**src/rtl/elem_seq.sv**
```systemverilog
module elem_seq #(
  parameter int REGW  = 7,
  parameter int VLW   = 7,
  parameter int MAXVL = 64,
  parameter int IDXW  = $clog2(MAXVL)
) (
  input  logic             clk,
  input  logic             rst_n,
  input  logic             start,
  input  logic [VLW-1:0]   vl,
  input  logic [REGW-1:0]  dst_base,
  input  logic             dst_vec,
  input  logic [REGW-1:0]  srca_base,
  input  logic             srca_vec,
  input  logic [REGW-1:0]  srcb_base,
  input  logic             srcb_vec,
  input  logic [MAXVL-1:0] src_mask,
  input  logic             src_mask_inv,
  input  logic [MAXVL-1:0] dst_mask,
  input  logic             dst_mask_inv,
  input  logic             single_pred,
  output logic             req_valid,
  input  logic             req_ready,
  output logic [REGW-1:0]  req_srca,
  output logic [REGW-1:0]  req_srcb,
  output logic [REGW-1:0]  req_dst,
  output logic [IDXW-1:0]  req_sidx,
  output logic [IDXW-1:0]  req_didx,
  output logic             done
);
  localparam int STW = IDXW + 1;

  logic             busy;
  logic [STW-1:0]   sstep, dstep;
  logic [MAXVL-1:0] smq, dmq;
  logic [REGW-1:0]  dbase_q, abase_q, bbase_q;
  logic             dvec_q, avec_q, bvec_q;

  logic [STW-1:0]   evl_in;
  logic [MAXVL-1:0] lenmask, sm_in, dm_in;

  assign evl_in = (int'(vl) > MAXVL) ? STW'(MAXVL) : STW'(vl);

  always_comb begin
    for (int i = 0; i < MAXVL; i++) lenmask[i] = (i < int'(evl_in));
  end

  assign sm_in = (src_mask_inv ? ~src_mask : src_mask) & lenmask;
  assign dm_in = single_pred ? sm_in
               : ((dst_mask_inv ? ~dst_mask : dst_mask) & lenmask);

  logic           s_ok, d_ok, fire, s_more, d_more, last;
  logic [STW-1:0] snext, dnext;

  assign s_ok   = smq[sstep[IDXW-1:0]];
  assign d_ok   = dmq[dstep[IDXW-1:0]];
  assign snext  = sstep + 1'b1;
  assign dnext  = dstep + 1'b1;
  assign s_more = |(smq >> snext);
  assign d_more = |(dmq >> dnext);
  assign last   = !dvec_q || !s_more || !d_more;

  assign req_valid = busy && s_ok && d_ok;
  assign fire      = req_valid && req_ready;

  assign req_sidx = sstep[IDXW-1:0];
  assign req_didx = dstep[IDXW-1:0];
  assign req_srca = avec_q ? abase_q + REGW'(sstep) : abase_q;
  assign req_srcb = bvec_q ? bbase_q + REGW'(sstep) : bbase_q;
  assign req_dst  = dvec_q ? dbase_q + REGW'(dstep) : dbase_q;

  always_ff @(posedge clk or negedge rst_n) begin
    if (!rst_n) begin
      busy    <= 1'b0;
      done    <= 1'b0;
      sstep   <= '0;
      dstep   <= '0;
      smq     <= '0;
      dmq     <= '0;
      dbase_q <= '0;
      abase_q <= '0;
      bbase_q <= '0;
      dvec_q  <= 1'b0;
      avec_q  <= 1'b0;
      bvec_q  <= 1'b0;
    end else begin
      done <= 1'b0;
      if (!busy) begin
        if (start) begin
          smq     <= sm_in;
          dmq     <= dm_in;
          dbase_q <= dst_base;
          abase_q <= srca_base;
          bbase_q <= srcb_base;
          dvec_q  <= dst_vec;
          avec_q  <= srca_vec;
          bvec_q  <= srcb_vec;
          if (!(|sm_in) || !(|dm_in)) done <= 1'b1;
          else                        busy <= 1'b1;
        end
      end else if (fire) begin
        if (last) begin
          busy  <= 1'b0;
          done  <= 1'b1;
          sstep <= '0;
          dstep <= '0;
        end else begin
          sstep <= snext;
          dstep <= dnext;
        end
      end else begin
        if (!s_ok) sstep <= snext;
        if (!d_ok) dstep <= dnext;
      end
    end
  end

  a_r8_hold_stall: assert property (@(posedge clk) disable iff (!rst_n)
    req_valid && !req_ready |=> req_valid && $stable(req_dst)
      && $stable(req_srca) && $stable(req_srcb) && $stable(req_sidx) && $stable(req_didx));

  a_r9_done_quiet: assert property (@(posedge clk) disable iff (!rst_n)
    done |-> !req_valid);

  a_r1_vl_zero: assert property (@(posedge clk) disable iff (!rst_n)
    start && !busy && vl == '0 |=> done && !req_valid);

  a_r6_scalar_dst: assert property (@(posedge clk) disable iff (!rst_n)
    fire && !dvec_q |=> done && !req_valid);

  a_r12_idle_zero: assert property (@(posedge clk) disable iff (!rst_n)
    !busy |-> sstep == '0 && dstep == '0);

  a_r10_busy_ignore: assert property (@(posedge clk) disable iff (!rst_n)
    busy && start |=> $stable(dbase_q) && $stable(smq) && $stable(dmq));

  a_r5_in_place: assert property (@(posedge clk) disable iff (!rst_n)
    req_valid && smq == dmq |-> req_sidx == req_didx);
endmodule

```
**config.mk**
```make
export PLATFORM = sky130hd
export DESIGN_NAME = elem_seq
export DESIGN_NICKNAME = d
export VERILOG_FILES = /design/src/rtl/elem_seq.sv
export SDC_FILE = /design/constraint.sdc
export NUM_CORES = 1
export LEC_CHECK = 0
export BUFFER_PORTS_ARGS = -buffer_cell sky130_fd_sc_hd__buf_2
export CAP_MARGIN = 30
export CORE_ASPECT_RATIO = 1.5
export CORE_UTILIZATION = 35
export CTS_CLUSTER_DIAMETER = 100
export CTS_CLUSTER_SIZE = 28
export DETAILED_ROUTE_END_ITERATION = 16
export PLACE_DENSITY = 0.52
export SLEW_MARGIN = 20
export SYNTH_ARGS = -nofsm -noshare
export SYNTH_HDL_FRONTEND = slang
export SYNTH_SLANG_ARGS = --single-unit
```
**constraint.sdc**
```tcl
create_clock -name clk -period 4.1 [get_ports clk]
set_input_delay 0.41 -clock clk [delete_from_list [all_inputs] [get_ports clk]]
set_output_delay 0.41 -clock clk [all_outputs]
set_load 0.005 [all_outputs]
```
After elaboration in Yosys (flattened, before gate mapping):

Cells that the tools add are included.
Widths: inputs -> output; s select.

* add/subtract/negate cells: 5
* magnitude comparators: 67
* equal/unequal tests: 2
* shift operators: 2
* multiplexer cells: 27
* bitwise logic cells: 5
* reductions and logical operators: 18

Operator list (count)
* $reduce_or 64->1: 4
* $lt 6x7->1 const A: 32
* $mux 64: 3
* $and 64x64->64: 2
* $not 64->64: 2
* $shr 64x7->64: 2
* $lt 5x7->1 const A: 16
* $mux 7: 10
* $lt 4x7->1 const A: 8
* $lt 3x7->1 const A: 4
* $add 7x7->7: 3
* $add 7x1->7 const B: 2
* $lt 1x7->1 const A: 2
* $lt 2x7->1 const A: 2
* $lt 6x7->1 const B: 2
* $bmux 1 s6: 2
* $mux 1: 12
* $gt 7x7->1 const B: 1
* $reduce_and 2->1: 3
* $logic_not 1->1: 5
* $ne 2x1->1 const B: 2
* $logic_and 1x1->1: 3
* $logic_or 1x1->1: 3
* $not 1->1: 1

* register bits: 168
* input port bits: 166
* output and inout bits: 35
* word-level logic and storage cells: 138

Depth between registers and ports, before layout:

Gate-level depths: netlist of the first run.

* depth after elaboration: 11
* mapped depth: 15

Worst setup path after synthesis of the first run:

Ideal clock, no wire load.

* path type: flip-flop to flip-flop
* start point: reg dstep[1]
* end point: reg sstep[3]
* arrival time: 3.008 ns
* required time: 3.964 ns
* path slack: 0.956 ns
* stages on the path, launching flop included: 15
* path buffers: 3
* clock period less this slack: 3.144 ns
* cell sequence: dfrtp_1 ha_1 buf_2 buf_4 buf_4 mux2i_1 nor2_1 a2111oi_2 o2111ai_1 o21ai_0 o211ai_1 nor3_2 a31oi_4 a21oi_4 o31ai_1

* word-level cells in the longest chain between the ends: 7
* elaborated cells on any way between the ends: 13
* those cells by class: 1 x add/sub; 1 x eq/ne; 1 x shift; 4 x mux; 6 x reduce/logical

Ends and longest elaborated chain
* start: declaration: line 34 `logic [STW-1:0] sstep, dstep;`
* start signal: assignment: line 109 `dstep <= dnext;`
* start signal: assignment: line 113 `if (!d_ok) dstep <= dnext;`
* $add 7x1->7: line 58 `assign dnext = dstep + 1'b1;`
* $shr 64x7->64: line 60 `assign d_more = |(dmq >> dnext);`
* $reduce_or 64->1: line 60
* $logic_not 1->1: line 61 `assign last = !dvec_q || !s_more || !d_more;`
* $logic_or 1x1->1: line 61
* $mux 7: line 102 `if (last) begin`
* $mux 7: line 101 `end else if (fire) begin`
* end signal: assignment: line 108 `sstep <= snext;`
* end signal: assignment: line 112 `if (!s_ok) sstep <= snext;`
* end: declaration: line 34

Several ways; a longest one is shown, not always the timed one. The select of a mux whose other input is x is not followed.
A chain may end at the register's enable or synchronous reset.

Final worst setup path of the first run:

* start point: reg dstep[0]
* end point: reg sstep[0]

The elaborated chain is that of the path after synthesis.

==> flow_summary.yaml, run 1 <==
run_status:
  status: "complete, but fails checks"
  violations: "hold timing"
finish:
  syn2layout_area_growth_pct: 15.1
  drive_gt1_share_pct: 22.7
  multi_input_area_um2: 12200
  fillers: 5200
  fin_nets: 2501
  final_area_um2: 20200
  ff_latch_area_um2: 4210
global_route:
  grt_max_degree: 103
  antenna_found_initial: 3
  grt_usage_pct: 33.0
  grt_overflow_total: 0
  grt_pass1_wl_mm: 122
  grt_pass1_vias: 18103
pwr:
  power_density_nw_per_um2: 899
  p_leak_nw: 8.49
  peakVddDrop_uv: 627
synthesis:
  async_flop_share_pct: 100
  synthMuxAreaShare_pct: 15.5
  synth.area.top_cells: "dfrtp_1 (24%), mux4_2 (6.0%), nand2_1 (5.0%)"
  syn_area_per_cell_um2: 8.11
  ys_seq_area_share_pct: 23.9
  synthAdderAreaFrac_pct: 1.77
  ys.flop_type: "dfrtp_1"
  syn_nets: 2356
  syn_area_um2: 17600
  synthXorXnorAreaFrac_pct: 8.21
  synth_commonest_cells: "nand2_1 (233), nor2_1 (183), dfrtp_1 (168)"
  yosysUniqueCellTypes: 89
  synth-edff-count: 0
  synth.most_common_cell: "nand2_1"
  netlist.area_leader.share_pct: 23.9
  synth_compound_area_share_pct: 25.2
  synth_seq_cells: 168
  synthSimpleGateAreaFrac_pct: 18.5
  synth_top_area_cell: "dfrtp_1"
  ys.warnings.count: 0
  synth_top_family_by_area: "compound AO/OA/AOI/OAI gates"
  synth_cells: 2167
timing:
  hold_violations: 7
  rsz0062_at_grt: "false"
  period_share_pct: 93.2
  slew_headroom_pct: 35.0
  hold_ws_ps: -40.0
  setup_violations: 0
  slew_viol_final: 0
  worst_clock_skew_ps: 22.4
  period_needed_ps: 3820
  fmax_mhz: 262
  setup_tns_ps: 0
  worst_pin_slew_ps: 969
clock_tree:
  cts_setup_buffers: 0
  path_clk_slew_ps: 80
  clk_latency_ps: 480
  root_buffer: "clkbuf_16"
  cts_tree: "done"
  htreeDepth: 4
  cts_buffers: 17
  clock_path_buffers: 2
  clkSinkCount: 168
detailed_routing:
  drt-pass1-iter-count: 7
  totalWireLength_mm: 83.7
  drt_iter0_drc: 1583
  ant_nets: 0
  drc: 0
  vias_per_cell: 6.13
  wire_per_inst_um: 28.0
  dr_total_vias: 18316
critical_path:
  path_max_fanout: 29
  rr_endpoint: "sstep[0]"
  critPathCaptureType: "flip-flop"
  timing.rr.start: "dstep[0]"
  r2r_cells: 11
  cp.required_ps: 4440
  crit_arrival_ps: 4160
  cp-start-kind: "flip-flop"
  r2r_slack_ps: 280
  path_class: "flip-flop to flip-flop"
placed_design:
  place_hpwl_mm: 67.7
  dpl_cell_area_um2: 19700
  place_congestion: 1.06
  io_buffers: 200
floorplan:
  die_h_um: 276
  die_x_um: 185
  core_area_um2: 49500
  rows: 100
  initial_utilization_pct: 35.5
  ios: 201
  die_area_um2: 51100
run:
  maxCapViolations: 0
hold_path:
  hold_path.class: "input pin to asynchronous set/reset pin"
## layout by cell type, fill, tap and decap left out, types with 74 or more instances in the layout
cell type	instances
nor3_1	98
o21ai_0	117
dfrtp_1	166
xor2_1	74
nor2_1	183
nand2_1	232
mux2i_1	82
xnor2_1	84
mux2_2	74
o31ai_1	76
buf_2	199
buf_4	127
a21oi_1	125
## sequential cells by signal, indices dropped and copies added (netlist names), 7 cells and up
register and cells:
bbase_q 7, sstep 7, smq 64, dbase_q 7, dstep 7, dmq 64
abase_q 7
## layer usage
metal  up-vias  wire length, µm  global-route usage [%]
met4         0             7400                    25.6
met3       209             4170                    3.27
met5         -                0                       0
met2       850            40400                    55.6
li1       8359                -                       -
met1      8898            31700                    37.8
## how the worst max path moves through the flow
stage / to / slack, ps / from / depth (start not counted)
finish: sstep[0] / 280 / dstep[0] / 11
global placement: busy / 240 / vl[3] / 12
global route: sstep[4] / 8 / dstep[0] / 14
floorplan: sstep[3] / 960 / dstep[1] / 14
detailed placement: busy / 240 / vl[3] / 12
CTS: sstep[0] / 300 / dstep[0] / 12
## critical path, stage by stage, from the launching register on
cell and delay (ps):
dfrtp_4 510, ha_4 520, buf_12 240, mux2_2 370
a2111oi_0 550, a21oi_1 80, o32ai_1 400, a31oi_1 140
o21ai_1 250, a31oi_4 160, a21oi_4 330, o21ai_1 130
## cell type report
cell class                 count  area share (%)
inverter                      53           0.983
clock inverter                14           0.668
timing repair buffer         339            10.9
tap                          663            4.10
clock buffer                  17            2.10
multi-input combinational   1733            60.4
antenna                        2          0.0247
sequential                   168            20.8
## timing repair
action	in CTS	in global routing
setup endpoints to repair	0	3
resized for setup	0	1
hold buffers	0	0
## per-stage QoR
step / setup WS [ps] / cells / power [W] / utilization (%) / hold slack (ps)
floorplan: 956 / 2167 / 0.0125 / - / 114
global placement: 239 / 2953 / 0.0163 / 39.6 / 501
detailed placement: 238 / 2956 / 0.0164 / 39.7 / 516
CTS: 299 / 2987 / 0.0181 / 40.8 / 52.0
global route: 7.95 / 2989 / 0.0195 / 40.8 / 28.4
finish: 280 / 2989 / 0.0182 / 40.8 / -40.0
## cell families after synthesis
| logic type | Yosys count |
|---|---|
| and+or+nand+nor | 696 |
| AOI/OAI and AO/OA | 647 |
| buffers and inverters | 266 |
| muxes | 204 |
| DFF | 168 |
| xor gates and xnor gates | 163 |
| adders and majority gates | 23 |
## where the power goes
group / internal (W) / switching (W)
sequential: 0.00238 / 0.00171
clock: 0.000800 / 0.000823
combinational: 0.00550 / 0.00698
total: 0.00868 / 0.00951
No activity file was read; power rests on OpenSTA's default activity.
==> run 2, diff against run 1 <==
Settings changed: ABC_AREA set to 1, SLEW_MARGIN 20 to 0.
==> flow_summary.yaml, run 2 <==
critical_path:
  critPathMaxStageDelay_ps: 570
  crit_arrival_ps: 3330
  cp_slowest_cell: "dfrtp_2"
  path_class: "flip-flop to primary output"
  critPathCaptureType: "primary output"
  cp.buffers_inverters: 4
  rr_endpoint: "sstep[3]"
  r2r_slack_ps: 450
  path_cells: "buf_4 -> ha_1 -> inv_1 -> fa_1 -> o31ai_1 -> and2_1 -> nor2_1 -> nor2_1 -> nor2_1 -> inv_1 -> a21oi_1 -> o21ai_0 -> xnor2_1 -> buf_2"
  critPathTopFamily: "adder cells"
  path_common_cell: "nor2_1"
  path_max_fanout: 22
  cp.required_ps: 3690
  r2r_cells: 19
  cp-start-kind: "flip-flop"
  timing.rr.start: "sstep[0]"
synthesis:
  yosysUniqueCellTypes: 50
  ys.flop_type: "dfrtp_1"
  syn_area_per_cell_um2: 5.85
  ys_seq_area_share_pct: 24.4
  synth_commonest_cells: "nand2_1 (1,164), nand3_1 (526), o21ai_0 (226)"
  synth-edff-count: 0
  syn_nets: 3137
  synth.most_common_cell: "nand2_1"
  synth_seq_cells: 168
  synth_cells: 2948
  netlist.area_leader.share_pct: 25.3
  syn_area_um2: 17200
  ys.warnings.count: 0
  synth.area.top_cells: "nand2_1 (25%), dfrtp_1 (24%), nand3_1 (15%)"
  synth_top_area_cell: "nand2_1"
  async_flop_share_pct: 100
detailed_routing:
  drt-pass1-iter-count: 6
  ant_nets: 0
  wire_per_inst_um: 19.0
  drc: 0
  drt_iter0_drc: 1749
  dr_total_vias: 20055
  vias_per_cell: 5.40
  totalWireLength_mm: 70.6
global_route:
  grt_max_degree: 153
  grt_pass1_vias: 19007
  grt_overflow_total: 0
  grt_pass1_wl_mm: 108
  grt_usage_pct: 28.1
  antenna_found_initial: 4
placed_design:
  place_hpwl_mm: 56.9
  pre_cts_ws_ps: 446
  io_buffers: 200
  place_congestion: 0.969
clock_tree:
  path_clk_slew_ps: 80
  root_buffer: "clkbuf_16"
  ctsResizeCount: 0
  cts_setup_buffers: 0
  htreeDepth: 4
  clock_path_buffers: 2
  clkSinkCount: 168
  cts_tree: "done"
  cts_buffers: 17
  postCtsHoldBufs: 0
  clk_latency_ps: 450
pwr:
  p_leak_nw: 9.89
  power_density_nw_per_um2: 996
  peakVddDrop_uv: 815
floorplan:
  core_area_um2: 48700
  die_area_um2: 50200
  rows: 99
  initial_utilization_pct: 35.4
  ios: 201
  die_x_um: 183
  die_h_um: 274
finish:
  final_cell_mix: "nand2_1 (1,163), nand3_1 (526), o21ai_0 (226)"
  final_common_cell: "nand2_1"
  fillers: 5470
  syn2layout_area_growth_pct: 12.0
  fin_nets: 3235
  top_regs: "dmq: 64 flops, smq: 64 flops"
  drive_gt1_share_pct: 10.9
timing:
  period_needed_ps: 3740
  setup_violations: 0
  hold_violations: 0
  slew_headroom_pct: 43.6
  slew_viol_final: 0
  setup_tns_ps: 0
  rsz0062_at_grt: "false"
  period_share_pct: 91.3
  fin_ws_ps: 357
  worst_clock_skew_ps: 15.0
  fmax_mhz: 267
  hold_ws_ps: 30.4
  worst_pin_slew_ps: 846
run_status:
  status: "finished, final reports clean"
run:
  maxCapViolations: 0
hold_path:
  hold_path.class: "input pin to asynchronous set/reset pin"
run 2: cell types whose count changed after synthesis, sizes merged, moves of 70 or more:
| cell | previous run | this run |
|---|---|---|
| nand2 | 233 | 1170 |
| nand3 | 27 | 527 |
| o21ai | 122 | 241 |
| nor3 | 100 | 18 |
| mux2i | 82 | 1 |
| mux2 | 75 | 0 |
| o31ai | 79 | 9 |
run 2: logic make-up (layout without fill, tap and decap cells):
family | count (synthesis) | after routing | share of synthesized area [%]
DFF | 168 | 168 | 24.4
adders and majority gates | 23 | 23 | 1.80
xor gates and xnor gates | 119 | 119 | 6.09
other | 0 | 2 | 0
AOI/OAI and AO/OA | 373 | 373 | 11.8
muxes | 1 | 1 | 0.0580
and+or+nand+nor | 1967 | 1967 | 47.8
buffers and inverters | 297 | 408 | 8.11
run 2: worst max path at each step:
stage,start,endpoint,slack [ps],cells after the start
after floorplan,dstep[1],req_dst[6],1410,13
after global placement,sstep[0],busy,470,19
after detailed placement,sstep[0],sstep[1],450,19
after CTS,dstep[0],req_dst[6],310,14
after global routing,dstep[0],req_dst[6],80,14
final,dstep[0],req_dst[6],360,14
run 2: through the flow:
stage	util, %	instance area, µm²	instances	total power [W]
final	39.7	19300	3717	0.0192
after global routing	39.7	19300	3717	0.0213
after CTS	39.7	19300	3715	0.0192
after detailed placement	38.5	18700	3683	0.0175
after global placement	38.5	18700	3683	0.0175
after floorplan	-	17200	2948	0.0137
run 2: cell type report:
class	instances	area [µm²]	area share, %
timing repair buffer	263	1600	8.26
inverter	113	435	2.25
multi-input combinational	2483	11700	60.4
tap	656	821	4.25
clock buffer	18	439	2.27
sequential	168	4210	21.8
clock inverter	14	138	0.713
antenna	2	5.00	0.0259
run 2: where the power goes:
group          total, W  switching (W)  internal (W)
clock network   0.00162       0.000756      0.000869
logic            0.0143        0.00959       0.00474
registers       0.00328       0.000854       0.00243
total            0.0192         0.0112       0.00804
run 2: routing by layer:
metal / vias up / routed length [µm] / global-route usage (%)
li1: 9930 / - / -
met1: 9403 / 29200 / 34.4
met2: 586 / 35600 / 49.9
met3: 132 / 2760 / 2.10
met4: 4 / 3000 / 12.6
met5: - / 23 / 0
==> run 3, diff against run 2 <==
==> constraint.sdc (replaced) <==
create_clock -name clk -period 4.1 [get_ports clk]
set_input_delay 0.82 -clock clk [delete_from_list [all_inputs] [get_ports clk]]
set_output_delay 0.82 -clock clk [all_outputs]
set_load 0.005 [all_outputs]
==> flow_summary.yaml, run 3 (synthesized netlist as in run 2, its figures left out) <==
pwr:
  p_leak_nw: 9.94
  power_density_nw_per_um2: 999
  peakVddDrop_uv: 550
clock_tree:
  root_buffer: "clkbuf_16"
  path_clk_slew_ps: 80
  cts_setup_buffers: 0
  htreeDepth: 4
  cts_tree: "done"
  clock_path_buffers: 2
  clkSinkCount: 168
  clk_latency_ps: 440
  cts_buffers: 17
detailed_routing:
  drc: 0
  ant_nets: 0
  drt_iter0_drc: 1832
  drt-pass1-iter-count: 8
  wire_per_inst_um: 19.0
  totalWireLength_mm: 70.8
  vias_per_cell: 5.36
  dr_total_vias: 19952
finish:
  fin_cells: 3724
  ff_latch_area_um2: 4210
  post-route-util_pct: 39.8
  drive_gt1_share_pct: 11.0
  final_common_cell: "nand2_1"
  final_cell_mix: "nand2_1 (1,163), nand3_1 (526), o21ai_0 (226)"
  fin_nets: 3242
  fillers: 5442
  syn2layout_area_growth_pct: 12.3
  top_regs: "dmq: 64 flops, smq: 64 flops"
  multi_input_area_um2: 11700
timing:
  worst_clock_skew_ps: 14.4
  hold_violations: 0
  worst_pin_slew_ps: 844
  period_share_pct: 94.8
  period_needed_ps: 3890
  rsz0062_at_grt: "false"
  slew_viol_final: 0
  fmax_mhz: 257
  slew_headroom_pct: 43.7
  setup_violations: 0
  setup_tns_ps: 0
floorplan:
  die_x_um: 183
  die_h_um: 274
  rows: 99
  die_area_um2: 50200
  ios: 201
  core_area_um2: 48700
  initial_utilization_pct: 35.4
placed_design:
  place_inst: 3690
  place_hpwl_mm: 57.7
  io_buffers: 200
  place_congestion: 0.973
run:
  maxCapViolations: 0
critical_path:
  crit_arrival_ps: 3070
  path_max_fanout: 22
  path_class: "flip-flop to primary output"
  startpoint: "dstep[1]"
  cp-start-kind: "flip-flop"
  cp.required_ps: 3280
  timing.rr.start: "sstep[0]"
  r2r_cells: 18
  critPathCaptureType: "primary output"
global_route:
  grt_pass1_vias: 19083
  gr-usage-met3_pct: 2.34
  grt_usage_pct: 28.0
  grt_max_degree: 100
  antenna_found_initial: 4
  grt_overflow_total: 0
  grt_util_met1_pct: 33.4
  use_met2_pct: 49.4
  grt_pass1_wl_mm: 108
  grt_busiest_layer: "met2"
run_status:
  status: "finished, final reports clean"
hold_path:
  hold_path.class: "input pin to asynchronous set/reset pin"
## run 3: cell type report
cell class / instances / share of cell area, %
Multi-Input combinational cell: 2483 / 60.3
Sequential cell: 168 / 21.7
Timing Repair Buffer: 270 / 8.44
Tap cell: 656 / 4.24
Inverter: 113 / 2.26
Clock buffer: 18 / 2.22
Clock inverter: 14 / 0.846
Antenna cell: 2 / 0.0258
## run 3: worst max-delay path, stage by stage, from the launching register on
cell and delay [ps]:
dfrtp_1 350, buf_4 300, clkinv_1 110, buf_4 230, fa_1 470, o31ai_1 300, and2_1 200, nor2_1 50
nor2_1 80, nor2_1 40, inv_1 60, a21oi_1 50, o21ai_0 110, xnor2_1 140, buf_2 140
## run 3: report_power, final
| group | switching [W] | internal (W) | leakage [nW] |
|---|---|---|---|
| Combinational | 0.00965 | 0.00478 | 7.51 |
| Sequential | 0.000825 | 0.00243 | 2.14 |
| Clock | 0.000753 | 0.000918 | 0.291 |
| Total | 0.0112 | 0.00812 | 9.94 |
## run 3: timing repair
item,in CTS,in global routing
hold buffers,0,0
resized for setup,0,1
hold endpoints to repair,0,0
endpoints found under the setup margin,0,1
## run 3: routing by layer
| layer | up-vias | share of wire [%] |
|---|---|---|
| met4 | 6 | 5.2 |
| met2 | 589 | 50 |
| met3 | 167 | 4.0 |
| met1 | 9251 | 41 |
| met5 | - | 0.047 |
| li1 | 9939 | - |
## run 3: per-stage QoR
step	setup WS [ps]	area, µm²	hold slack [ps]	power (W)
after floorplan	995	17200	453	0.0137
after global placement	519	18800	475	0.0175
after detailed placement	518	18800	484	0.0175
after CTS	107	19400	358	0.0193
after global routing	25.9	19400	379	0.0213
final	214	19400	354	0.0194
## run 3: final timing paths
check                      slack (ps)    endpoint
max                               210  req_dst[6]
min in group clk                  500      smq[4]
min reg2reg                       500      smq[4]
min                               350    dstep[4]
max in group asynchronous        2710     dmq[46]
max reg2reg                       610    sstep[2]
